===== src/rtl/dsm_pkg.sv =====
package dsm_pkg;
  localparam int TCODE_W  = 6;
  localparam int SRC_W    = 4;
  localparam int STAT_W   = 8;
  localparam int STATUS_W = 32;
  localparam int MSG_W    = TCODE_W + SRC_W + STAT_W;
  localparam logic [TCODE_W-1:0] TCODE_DBG_STATUS = '0;

  typedef struct packed {
    logic [STAT_W-1:0]  status;
    logic [SRC_W-1:0]   src;
    logic [TCODE_W-1:0] tcode;
  } dsm_msg_t;
endpackage


===== src/rtl/dsm_event_detect.sv =====
module dsm_event_detect (
  input  logic clk,
  input  logic rst,
  input  logic enable,
  input  logic debug_mode,
  input  logic low_power,
  output logic trigger
);
  logic dbg_q, lp_q;
  logic dbg_enter, dbg_exit, lp_enter;

  always_ff @(posedge clk) begin
    if (rst) begin
      dbg_q <= 1'b0;
      lp_q  <= 1'b0;
    end else begin
      dbg_q <= debug_mode;
      lp_q  <= low_power;
    end
  end

  always_comb begin
    dbg_enter = debug_mode & ~dbg_q;
    dbg_exit  = ~debug_mode & dbg_q;
    lp_enter  = low_power & ~lp_q;
    trigger   = enable & (dbg_enter | dbg_exit | lp_enter);
  end
endmodule


===== src/rtl/dsm_packer.sv =====
module dsm_packer
  import dsm_pkg::*;
(
  input  logic [STATUS_W-1:0] status_word,
  input  logic [SRC_W-1:0]    src_id,
  output dsm_msg_t            msg
);
  always_comb begin
    msg.tcode  = TCODE_DBG_STATUS;
    msg.src    = src_id;
    msg.status = status_word[STATUS_W-1 -: STAT_W];
  end
endmodule


===== src/rtl/dsm_hold_buf.sv =====
module dsm_hold_buf #(
  parameter int W = 18
) (
  input  logic         clk,
  input  logic         rst,
  input  logic         load,
  input  logic [W-1:0] load_data,
  input  logic         ready,
  output logic         valid,
  output logic [W-1:0] data,
  output logic         overrun
);
  logic accept;
  assign accept = valid & ready;

  always_ff @(posedge clk) begin
    if (rst) begin
      valid   <= 1'b0;
      overrun <= 1'b0;
    end else if (load) begin
      valid   <= 1'b1;
      overrun <= valid & ~ready;
    end else if (accept) begin
      valid   <= 1'b0;
      overrun <= 1'b0;
    end
  end

  always_ff @(posedge clk) begin
    if (load) data <= load_data;
  end
endmodule


===== src/rtl/dsm_gen.sv =====
module dsm_gen
  import dsm_pkg::*;
(
  input  logic                clk,
  input  logic                rst,
  input  logic                trace_en,
  input  logic                debug_mode,
  input  logic                low_power,
  input  logic [STATUS_W-1:0] status_word,
  input  logic [SRC_W-1:0]    src_id,
  output logic                msg_valid,
  input  logic                msg_ready,
  output logic [MSG_W-1:0]    msg_data,
  output logic                overrun
);
  logic     trigger;
  dsm_msg_t new_msg;

  dsm_event_detect u_detect (
    .clk        (clk),
    .rst        (rst),
    .enable     (trace_en),
    .debug_mode (debug_mode),
    .low_power  (low_power),
    .trigger    (trigger)
  );

  dsm_packer u_pack (
    .status_word (status_word),
    .src_id      (src_id),
    .msg         (new_msg)
  );

  dsm_hold_buf #(.W(MSG_W)) u_buf (
    .clk       (clk),
    .rst       (rst),
    .load      (trigger),
    .load_data (new_msg),
    .ready     (msg_ready),
    .valid     (msg_valid),
    .data      (msg_data),
    .overrun   (overrun)
  );
endmodule


===== config.mk =====
export PLATFORM = sky130hd
export DESIGN_NAME = dsm_gen
export DESIGN_NICKNAME = d
export VERILOG_FILES = /design/src/rtl/dsm_pkg.sv /design/src/rtl/dsm_event_detect.sv /design/src/rtl/dsm_packer.sv /design/src/rtl/dsm_hold_buf.sv /design/src/rtl/dsm_gen.sv
export SDC_FILE = /design/constraint.sdc
export NUM_CORES = 1
export LEC_CHECK = 0
export BUFFER_PORTS_ARGS = -buffer_cell sky130_fd_sc_hd__buf_2
export CAP_MARGIN = 5
export CORE_ASPECT_RATIO = 0.75
export CORE_MARGIN = 2
export CORE_UTILIZATION = 29
export CTS_CLUSTER_SIZE = 30
export DETAILED_ROUTE_END_ITERATION = 6
export PLACE_DENSITY = 0.72
export SLEW_MARGIN = 40
export SYNTH_ARGS = -nofsm -noshare
export SYNTH_HDL_FRONTEND = slang
export SYNTH_SLANG_ARGS = --single-unit
export TNS_END_PERCENT = 5

===== constraint.sdc =====
create_clock -name clk -period 1.1 [get_ports clk]
set_input_delay 0.22 -clock clk [delete_from_list [all_inputs] [get_ports clk]]
set_output_delay 0.22 -clock clk [all_outputs]
set_load 0.005 [all_outputs]

# == Word level (Yosys, flattened, before mapping) ==
# Cells that the tools add are included.
# W data, S select, Z words.
# op_classes
addsub,0
n_mul,0
div_mod_pow,0
n_lt_le_gt_ge,0
n_eq_ne,0
shift,0
n_mux,3
bitwise_logic,12
reduce_logical,1
# ops
cell,n
$and A1 B1 Y1,6
$not A1 Y1,4
$mux W1,3
$or A1 B1 Y1,2
$reduce_bool A2 Y1,1
# word_totals
ff_bits,16
latch_bits,0
mem_bits_rw,0
rom_bits,0
inputBits,42
out_inout_bits,20
word_cells,21
memories,0

# == Longest topological paths before layout ==
# Gate-level depths: netlist (run 1).
# logic_depth
ltp_word,6
mapped_depth,4
ltp_nobuf,4

# == Cells and area by module ==
# From an unflattened synthesis (run 1), not the netlist that was laid out.
# unflattened
cells_unflattened,51
area_unflattened_um2,832.0
# by_module_without_submodules
mod,n_inst,cells_each,area_each_um2,seq_area_each_um2
dsm_hold_buf,1,25,618.1,580.6
dsm_packer,1,19,138.9,0.0
dsm_event_detect,1,7,75.1,40.0

# == Least setup slack after synthesis (run 1) ==
# No wires, ideal clock.
# synth_path
path_kind,flip-flop to flip-flop
startpoint,reg u_detect.dbg_q
endpoint,"reg u_buf.data[10], enable pin"
setup_ns,0.319
arrival_ns,0.736
t_required_ns,0.781
setup_slack_ns,0.045
stages_incl_launch_ff,4
n_path_buf,0
period_less_slack_ns,1.055
cell_sequence,dfxtp_1 xor2_1 o21ai_2 inv_2
# synth_via
elab_chain_cells,5
word_cells_on_any_way,6
cone_classes,6 x bitwise
# synth_rtl
element,line_no,rtl
from (decl),dsm_event_detect.sv:9,"logic dbg_q, lp_q;"
from (signal assigned),dsm_event_detect.sv:17,dbg_q <= debug_mode;
$not A1 Y1,dsm_event_detect.sv:23,dbg_enter = debug_mode & ~dbg_q;
$and A1 B1 Y1,dsm_event_detect.sv:23,
$or A1 B1 Y1 * (2 in a row),dsm_event_detect.sv:26,trigger = enable & (dbg_enter | dbg_exit | lp_enter);
$and A1 B1 Y1 *,dsm_event_detect.sv:26,
via trigger,dsm_gen.sv:16,logic trigger;
to (signal assigned),dsm_hold_buf.sv:30,if (load) data <= load_data;
to (decl),dsm_hold_buf.sv:10,"output logic [W-1:0] data,"
# Mark *: on every way through the listed nets, which the timed path passes. The rest lies on a longest branch.
# A chain may end at the register's enable or synchronous reset.

# == Worst setup path in the final report (run 1) ==
# layout_path
startpoint,reg u_detect.dbg_q
endpoint,reg u_buf.overrun
# layout_via
elab_chain_cells,6
word_cells_on_any_way,8
cone_classes,1 x mux; 6 x bitwise; 1 x reduce/logical
# layout_rtl
element,line_no,rtl
$not A1 Y1,dsm_event_detect.sv:23,
$and A1 B1 Y1,dsm_event_detect.sv:23,
$or A1 B1 Y1 * (2 in a row),dsm_event_detect.sv:26,
$and A1 B1 Y1 *,dsm_event_detect.sv:26,
via trigger,dsm_gen.sv:16,
$mux W1 / $reduce_bool A2 Y1 (equally long branches),-,
to (signal assigned),dsm_hold_buf.sv:22,overrun <= valid & ~ready;
to (decl),dsm_hold_buf.sv:11,output logic overrun
# Marked as above.

==> results of run 1 <==
-- cell usage after synthesis, drive strengths merged --
library cell / instances
edfxtp: 12
buf: 6
dfxtp: 4
nor2b: 4
a21oi: 2
o21ai: 2
conb: 1
inv: 1
nand2b: 1
o211a: 1
xor2: 1
-- state kept, by name, summed over array words and instances (netlist names) --
| name | count |
|---|---|
| u_buf.overrun | 1 |
| u_detect.lp_q | 1 |
| u_buf.valid | 1 |
| u_buf.data | 12 |
| u_detect.dbg_q | 1 |
-- worst register-to-register path, stage by stage (launching register included) --
cell     delay, ns
dfxtp_2       0.33
xor2_2        0.15
o21ai_2       0.18
inv_4         0.12
o211a_1       0.21
-- cell type report --
class                   count  area [sq um]  share of cell area
flip-flops and latches     16           442               0.581
inverters                   1          6.26             0.00822
clock inverters             1          3.75             0.00493
multi-input cells          17           104               0.137
repair buffers             31           155               0.204
clock buffers               3          22.5              0.0296
well taps                  22          27.5              0.0362
-- logic make-up (layout without fill, tap and decap cells) --
group,count (synthesis),after routing
other,1,6
DFF,16,16
and+or+nand+nor,5,5
AOI/OAI and AO/OA,5,5
xor gates and xnor gates,1,1
buffers and inverters,7,36
-- path summary, 6_finish.rpt --
kind / start / end / slack (ns) / cells after the start
setup / recovery: u_detect.dbg_q / u_buf.overrun / 0.02 / 4
hold / removal: status_word[25] / u_buf.data[11] / 0.11 / 1
setup reg to reg: u_detect.dbg_q / u_buf.overrun / 0.02 / 4
hold reg to reg: u_buf.overrun / u_buf.overrun / 0.50 / 1
-- power groups by stage --
stage / clock network, mW / registers (mW) / logic, mW
after global placement: 0 / 0.716 / 0.108
after global routing: 0.363 / 0.709 / 0.131
after floorplan: 0 / 0.723 / 0.0514
final: 0.304 / 0.704 / 0.113
after CTS: 0.328 / 0.705 / 0.116
after detailed placement: 0 / 0.718 / 0.112
-- layer usage --
metal / global-route usage / part of all wire
met5: 0 / 0
met4: 0.0146 / 0
met3: 0.0857 / 0.17
met2: 0.148 / 0.43
met1: 0.0807 / 0.39
-- metrics by stage --
step            util  power (mW)  worst slack, ns
2_1_floorplan      -       0.774           0.0453
3_3_place_gp   0.404       0.824          -0.0781
3_5_place_dp   0.404       0.830           -0.121
4_1_cts        0.425        1.15         -0.00334
5_1_grt        0.425        1.20          -0.0940
6_report       0.425        1.12           0.0162
==> results by group, run 1 <==
CTS
  • Clk slew on worst S/H paths: 0.09 ns
  • TritonCTS Buffers: 3
  • Clk_lat worst skew: 0.28 ns
  • Post-CTS setup buffers: 0
  • Hold buffer count at cts: 0
  • Max clock buf depth: 2
  • Post-CTS sizing: 3
  • Clock Sinks: 16
  • H-tree depth: 1
  • Root Driver: clkbuf_4
  • CTS tree: done

Global routing
  • Overall global routing resource usage: 0.0901
  • Largest net degree at the start of global routing: 14
  • First-pass GRT wire length: 1430 um
  • Vias in the first global route: 344
  • Initial antenna violation count: 0
  • Gr ovfl total: 0

Logic synthesis
  • Largest cells by area after synthesis: edfxtp_1 64%, dfxtp_1 14%, buf_4 7.9%, nor2b_1 4.4%, a21oi_1 1.8%
  • Synth unique cells: 12
  • Cell taking the most area after synthesis: edfxtp_1
  • Largest family of logic cells by synthesized area: buffers and inverters
  • Mapped Avg Cell Area: 16.2 sq um
  • Seq/Total Area, Yosys: 0.777
  • Compound-gate portion of the synthesized area: 0.0596
  • Flop and latch count out of synthesis: 16
  • Mux cell area share after synthesis: 0
  • Synth warn: 0
  • Simple-gate portion of the synthesized area: 0.0552
  • Cell Area, Synth: 567 sq um
  • Synth Area in Adders: 0
  • Top-area cell type share of the netlist area: 0.636
  • Area share of xor/xnor cells in the synthesized design: 0.0155
  • Synthesized instance count: 35

Setup path
  • CP bufs+invs: 1
  • Crit path launch type: flip-flop
  • CP delay by family, top: compound AO/OA/AOI/OAI gates
  • Setup CP Type: flip-flop to flip-flop
  • Critical Path End Type: flip-flop
  • CP max stage cell: dfxtp_2
  • Worst Path Arrival: 1.27 ns
  • Worst Path Max Fanout: 13
  • CP max stage delay: 0.33 ns
  • CP Cell Sequence: xor2_2, o21ai_2, inv_4, o211a_1
  • WP data required: 1.28 ns

Layout
  • Commonest non-fill, non-tap cells in the layout: 31 x buf_2, 12 x edfxtp_1, 6 x conb_1, 4 x nor2b_1
  • P&R area growth vs syn: 34.2%
  • Diodes inserted: 0
  • Design Area, Final: 761 sq um
  • Fin cells: 91
  • Fill count: 177
  • Most common cell after layout, fill and taps aside: buf_2
  • Final Net Count: 112
  • Layout cell share with drive strength beyond 1: 0.551

Place
  • Hpwl dp: 777 um
  • Routability cong.: 0.565
  • Port bufs: 31
  • Placed instance area: 723 sq um
  • Placed Cells: 87

STA
  • Tcrit/Tclk final: 0.985
  • Final Critical Period: 1.08 ns
  • Worst clock skew: 0.00233 ns
  • Setup tns final: 0 ns
  • RSZ-0062 raised after global routing: yes
  • Worst hold margin: 0.108 ns
  • Peak Freq: 923 MHz
  • Final-report setup violation count: 0
  • Fin. Hold Viols: 0
  • Slew Viols, Final: 0

Routing
  • Vias post-DR: 357
  • Final ANT Viol Nets: 0
  • DRT Wirelength: 964 um
  • Routed vias/inst: 3.92
  • DRC: 0
  • Routed wire per std cell: 10.6 um
  • Drt first pass iters: 1
  • DR iter-0 viols: 0

Power
  • PD cells: 1470 mW/mm^2
  • Flop pwr share: 0.628
  • Clock share of power: 0.271
  • Int Pwr: 0.881 mW
  • Leak: 0.348 nW
  • Combinational share of power: 0.101
  • Peak VDD IR: 0.642 mV
  • Net Sw Frac: 0.215
  • Sw power: 0.241 mW

Die
  • Initial Util: 0.317
  • Cell Rows: 13
  • IO Pins: 62
  • Chip Width: 55.1 um
  • DIE AREA: 0.00233 sq mm
  • Die extent in y: 42.3 um
  • Core area: 0.00179 sq mm

Run status
  • Status: complete, no violations

Hold path
  • Worst min path class: input port to flip-flop

Job
  • Max Cap Violations: 0
(Power assumes the default switching activity.)
==> run 2, diff against run 1 <==
BUFFER_PORTS_ARGS = not set   (was -buffer_cell sky130_fd_sc_hd__buf_2)
CORE_AREA = 2 2 39 41   (was not set)
CORE_ASPECT_RATIO = not set   (was 0.75)
CORE_MARGIN = not set   (was 2)
CORE_UTILIZATION = not set   (was 29)
DIE_AREA = 0 0 41 43   (was not set)
DONT_BUFFER_PORTS = 1   (was not set)
PLACE_DENSITY = not set   (was 0.72)
==> run 2 against run 1 <==
- non-clock buffer count decreased by 30
- fmax decreased by 1.4%
- via count decreased by 31%
- flip-flop and latch count is the same
- sequential share of layout area is 14 points higher
- worst setup slack worse by 0.015 ns
- register-to-register slack got worse by 0.02 ns
- die area down 24%
- cell count shrank 40%
- largest power group unchanged
==> results by group, run 2 (same netlist as run 1, synthesis figures left out) <==
Run status
  • Status: complete, no violations (unchanged)

Job
  • Max Cap Violations: 0 (unchanged)

Layout
  • Design Area, Final: 611 sq um (was 761 sq um)
  • Diodes inserted: 0 (unchanged)
  • Layout cell share with drive strength beyond 1: 0.205 (was 0.551)
  • Final Net Count: 82 (was 112)
  • Fin cells: 55 (was 91)
  • Most common cell after layout, fill and taps aside: edfxtp_1 (was buf_2)
  • P&R area growth vs syn: 7.73% (was 34.2%)
  • Reg with most FFs: u_buf.data (unchanged)
  • Commonest non-fill, non-tap cells in the layout: 12 x edfxtp_1, 6 x conb_1, 3 x nor2b_1, 3 x clkbuf_4, 3 x dfxtp_1 (was 31 x buf_2, 12 x edfxtp_1, 6 x conb_1, 4 x nor2b_1)
  • Largest register FFs: 12 (unchanged)

STA
  • Peak Freq: 910 MHz (was 923 MHz)
  • RSZ-0062 raised after global routing: yes (unchanged)
  • Tcrit/Tclk final: 0.999 (was 0.985)
  • Fin. Hold Viols: 0 (unchanged)
  • Worst hold margin: 0.0355 ns (was 0.108 ns)
  • Worst clock skew: 0.00102 ns (was 0.00233 ns)
  • Slew Viols, Final: 0 (unchanged)
  • Final-report setup violation count: 0 (unchanged)
  • Final Critical Period: 1.10 ns (was 1.08 ns)

Routing
  • DRC: 0 (unchanged)
  • Routed wire per std cell: 15.5 um (was 10.6 um)
  • DRT Wirelength: 854 um (was 964 um)
  • Routed vias/inst: 4.51 (was 3.92)
  • Drt first pass iters: 3 (was 1)
  • DR iter-0 viols: 4 (was 0)
  • Vias post-DR: 248 (was 357)
  • Final ANT Viol Nets: 0 (unchanged)

CTS
  • TritonCTS Buffers: 3 (unchanged)
  • Root Driver: clkbuf_4 (unchanged)
  • Clk slew on worst S/H paths: 0.09 ns (about the same)
  • H-tree depth: 1 (unchanged)
  • Clk_lat worst skew: 0.27 ns (was 0.28 ns)
  • CTS tree: done (unchanged)
  • Max clock buf depth: 2 (unchanged)
  • Clock Sinks: 16 (unchanged)

Power
  • Leak: 0.229 nW (was 0.348 nW)
  • PD cells: 1740 mW/mm^2 (was 1470 mW/mm^2)
  • Peak VDD IR: 0.670 mV (was 0.642 mV)

Place
  • Placed Cells: 50 (was 87)
  • Routability cong.: 0.506 (was 0.565)
  • Port bufs: 0 (was 31)
  • Hpwl dp: 691 um (was 777 um)
  • Placed instance area: 561 sq um (was 723 sq um)

Setup path
  • Critical Path End Type: flip-flop (unchanged)
  • CP bufs+invs: 1 (unchanged)
  • Worst Path Arrival: 1.27 ns (about the same)
  • CP max stage cell: dfxtp_2 (unchanged)
  • WP data required: 1.27 ns (was 1.28 ns)
  • CP Cell Sequence: xor2_2, o21ai_2, inv_4, o211a_1 (unchanged)
  • CP delay by family, top: compound AO/OA/AOI/OAI gates (unchanged)
  • Crit path launch type: flip-flop (unchanged)
  • Setup CP Type: flip-flop to flip-flop (unchanged)
  • CP max stage delay: 0.33 ns (about the same)
  • Worst Path Max Fanout: 13 (unchanged)

Global routing
  • Gr ovfl total: 0 (unchanged)
  • Overall global routing resource usage: 0.108 (was 0.0901)
  • Vias in the first global route: 259 (was 344)
  • Largest net degree at the start of global routing: 14 (unchanged)
  • Initial antenna violation count: 0 (unchanged)
  • First-pass GRT wire length: 1160 um (was 1430 um)

Hold path
  • Worst min path class: input port to flip-flop (unchanged)

Die
  • DIE AREA: 0.00176 sq mm (was 0.00233 sq mm)
  • Chip Width: 41 um (was 55.1 um)
  • Initial Util: 0.410 (was 0.317)
  • Cell Rows: 14 (was 13)
  • Core area: 0.00138 sq mm (was 0.00179 sq mm)
  • Die extent in y: 43 um (was 42.3 um)
  • IO Pins: 62 (unchanged)
==> run 2: changes by cell type in the layout (fill, tap and decap cells not counted) <==
| cell | previous run | this run |
|---|---|---|
| buf_2 | 31 | 0 |
| dlygate4sd3_1 | 0 | 1 |
| nor2b_1 | 4 | 3 |
| nor2b_2 | 0 | 1 |
==> run 2: worst paths after layout <==
path	start	to	slack (ns)	depth (start not counted)
setup / recovery	u_detect.dbg_q	u_buf.overrun	0.001	4
hold / removal	status_word[25]	u_buf.data[11]	0.04	0
setup reg to reg	u_detect.dbg_q	u_buf.overrun	0.001	4
hold reg to reg	u_buf.overrun	u_buf.overrun	0.56	1
==> run 2: per-layer routing <==
layer,global-route usage,vias up,wire length (um)
met5,0,-,0
met2,0.166,19,464
met4,0.0600,0,0
met1,0.102,112,310
li1,-,117,-
met3,0.0733,0,79
==> run 2: power by group <==
part / internal [mW] / switching (mW) / total, mW / leakage, nW
clock network: 0.131 / 0.167 / 0.298 / 0.0154
logic: 0.0181 / 0.0328 / 0.0509 / 0.0657
registers: 0.694 / 0.0210 / 0.715 / 0.148
total: 0.844 / 0.220 / 1.06 / 0.229
==> run 2: per-stage QoR <==
| stage | setup WS, ns | util | power (mW) | TNS [ns] |
|---|---|---|---|---|
| global route | -0.0492 | 0.441 | 1.12 | -0.138 |
| CTS | -0.0106 | 0.439 | 1.08 | -0.0106 |
| global placement | -0.0137 | 0.405 | 0.766 | -0.161 |
| floorplan | 0.0453 | - | 0.774 | 0 |
| finish | 0.00101 | 0.441 | 1.06 | 0 |
| detailed placement | -0.0726 | 0.405 | 0.773 | -0.878 |
==> run 2: final cells by class <==
class | count | area [sq um]
Fill cell | 136 | 773
Sequential cell | 16 | 442
Multi-Input combinational cell | 17 | 106
Clock buffer | 3 | 22.5
Tap cell | 16 | 20.0
Timing Repair Buffer | 1 | 10.0
Inverter | 1 | 6.26
Clock inverter | 1 | 3.75
==> run 2: what timing repair did <==
action / in CTS / in global routing
pin swaps: 0 / 0
hold endpoints to repair: 3 / 0
endpoints found under the setup margin: 13 / 13
gates resized for setup: 3 / 1
hold buffers: 1 / 0
setup buffers: 0 / 0
==> run 3, diff against run 2 <==
HOLD_SLACK_MARGIN = 0.08   (was not set)
==> run 3 against run 2 <==
- the flow now finishes with violations (setup timing)
- core utilization increased by 10 points
- largest cell class unchanged
- clock power is essentially flat
- flip-flop and latch count stayed put
- routed wire length increased by 15%
- combinational power is 80% higher
- register-to-register slack worse by 0.02 ns
- worst setup slack worse by 0.016 ns
- critical path depth stayed put
- design area is 23% higher
- critical endpoint unchanged
- via count rose by 25%
==> results by group, run 3 (same netlist as run 1, synthesis figures left out) <==
Global routing
  • First-pass GRT wire length: 1390 um (was 1160 um)
  • Initial antenna violation count: 0 (unchanged)
  • Overall global routing resource usage: 0.128 (was 0.108)
  • Largest net degree at the start of global routing: 14 (unchanged)
  • Vias in the first global route: 321 (was 259)
  • Gr ovfl total: 0 (unchanged)

Place
  • Hpwl dp: 691 um (unchanged)
  • Routability cong.: 0.506 (unchanged)
  • Placed instance area: 561 sq um (unchanged)
  • Dpl ws: -0.0726 ns (unchanged)
  • Port bufs: 0 (unchanged)

Setup path
  • Worst Path Arrival: 1.29 ns (was 1.27 ns)
  • CP max stage delay: 0.33 ns (about the same)
  • R2r worst-path depth: 4 (unchanged)
  • CP max stage cell: dfxtp_2 (unchanged)
  • WP data required: 1.27 ns (about the same)
  • Worst Path Max Fanout: 13 (unchanged)
  • Flop-to-flop setup slack: -0.01 ns (was 0.001 ns)
  • Crit path launch type: flip-flop (unchanged)
  • Critical Path End Type: flip-flop (unchanged)
  • Setup CP Type: flip-flop to flip-flop (unchanged)
  • CP Cell Sequence: xor2_2, o21ai_2, inv_4, o211a_1 (unchanged)

Layout
  • Fill count: 123 (was 136)
  • Area of the multi-input gates: 106 sq um (unchanged)
  • Final Net Count: 96 (was 82)
  • Commonest non-fill, non-tap cells in the layout: 15 x dlygate4sd3_1, 12 x edfxtp_1, 6 x conb_1 (was 12 x edfxtp_1, 6 x conb_1, 3 x nor2b_1, 3 x clkbuf_4, 3 x dfxtp_1)
  • Largest register FFs: 12 (unchanged)
  • Layout cell share with drive strength beyond 1: 0.151 (was 0.205)
  • Design Area, Final: 751 sq um (was 611 sq um)
  • Reg with most FFs: u_buf.data (unchanged)
  • Register area: 442 sq um (unchanged)
  • Diodes inserted: 0 (unchanged)
  • Most common cell after layout, fill and taps aside: dlygate4sd3_1 (was edfxtp_1)
  • P&R area growth vs syn: 32.5% (was 7.73%)

Routing
  • Routed vias/inst: 4.49 (was 4.51)
  • DRC: 0 (unchanged)
  • Final ANT Viol Nets: 0 (unchanged)
  • Routed wire per std cell: 14.2 um (was 15.5 um)
  • DR iter-0 viols: 9 (was 4)
  • DRT Wirelength: 981 um (was 854 um)
  • Drt first pass iters: 3 (unchanged)
  • Vias post-DR: 310 (was 248)

Die
  • DIE AREA: 0.00176 sq mm (unchanged)
  • Initial Util: 0.410 (unchanged)
  • Cell Rows: 14 (unchanged)
  • Chip Width: 41 um (unchanged)
  • Die extent in y: 43 um (unchanged)
  • Core area: 0.00138 sq mm (unchanged)
  • IO Pins: 62 (unchanged)

STA
  • Final WS setup: -0.0148 ns (was 0.00101 ns)
  • RSZ-0062 raised after global routing: yes (unchanged)
  • Fin. Hold Viols: 0 (unchanged)
  • Peak Freq: 897 MHz (was 910 MHz)
  • Final Critical Period: 1.11 ns (was 1.10 ns)
  • Worst clock skew: 0.00370 ns (was 0.00102 ns)
  • Tcrit/Tclk final: 1.01 (was 0.999)
  • Final-report setup violation count: 1 (was 0)
  • Slew Viols, Final: 0 (unchanged)
  • Setup tns final: -0.0148 ns (was 0 ns)
  • Worst hold margin: 0.111 ns (was 0.0355 ns)

CTS
  • H-tree depth: 1 (unchanged)
  • Post-CTS setup buffers: 0 (unchanged)
  • Max clock buf depth: 2 (unchanged)
  • Clock Sinks: 16 (unchanged)
  • Clk slew on worst S/H paths: 0.08 ns (was 0.09 ns)
  • Root Driver: clkbuf_4 (unchanged)
  • CTS tree: done (unchanged)
  • Clk_lat worst skew: 0.27 ns (about the same)
  • TritonCTS Buffers: 3 (unchanged)

Run status
  • Status: finished, violations left (was complete, no violations)
  • Failing checks: setup timing

Power
  • Peak VDD IR: 0.674 mV (was 0.670 mV)
  • Leak: 0.287 nW (was 0.229 nW)
  • PD cells: 1470 mW/mm^2 (was 1740 mW/mm^2)
  • Total power: 1.11 mW (was 1.06 mW)

Hold path
  • Worst min path class: input port to flip-flop (unchanged)
  • Worst hold stages: 2 (was 0)

Job
  • Max Cap Violations: 0 (unchanged)
==> run 3: power by group <==
part / switching, mW / internal (mW) / leakage, nW / total [mW]
Combinational: 0.0406 / 0.0510 / 0.124 / 0.0916
Clock: 0.168 / 0.131 / 0.0154 / 0.300
Sequential: 0.0216 / 0.694 / 0.148 / 0.715
Total: 0.231 / 0.876 / 0.287 / 1.11
==> run 3: timing repair <==
item                                    4_1_cts  5_1_grt
endpoints found under the setup margin       13       13
endpoints found under the hold margin        15        1
hold buffers                                 14        1
gates resized for setup                       3        1
==> run 3: worst max-delay path: cells and delay by family (launching register included) <==
kind / cells / cell delay, ns
AOI/OAI and AO/OA: 2 / 0.40
xor gates and xnor gates: 1 / 0.15
buffers and inverters: 1 / 0.12
DFF: 1 / 0.33
==> run 3: per-stage QoR <==
stage	std cells	util
6_report	69	0.542
5_1_grt	69	0.542
4_1_cts	68	0.533
3_5_place_dp	50	0.405
3_3_place_gp	50	0.405
2_1_floorplan	40	-
==> run 3: per-layer routing <==
metal,track usage,wire length [um]
met1,0.127,351
met2,0.209,550
met3,0.0628,79
met4,0.0600,0
met5,0,0
==> run 3: final cells by class <==
cell class | count | area share
clock buffer | 3 | 0.0300
clock inverter | 1 | 0.00500
inverter | 1 | 0.00833
multi-input combinational | 17 | 0.142
sequential | 16 | 0.588
tap | 16 | 0.0267
timing repair buffer | 15 | 0.200
==> run 3: final timing paths <==
kind / start / to
worst max-delay path: u_detect.dbg_q / u_buf.overrun
worst min-delay path: rst / u_buf.overrun
worst max register to register: u_detect.dbg_q / u_buf.overrun
worst min register to register: u_buf.valid / u_buf.valid
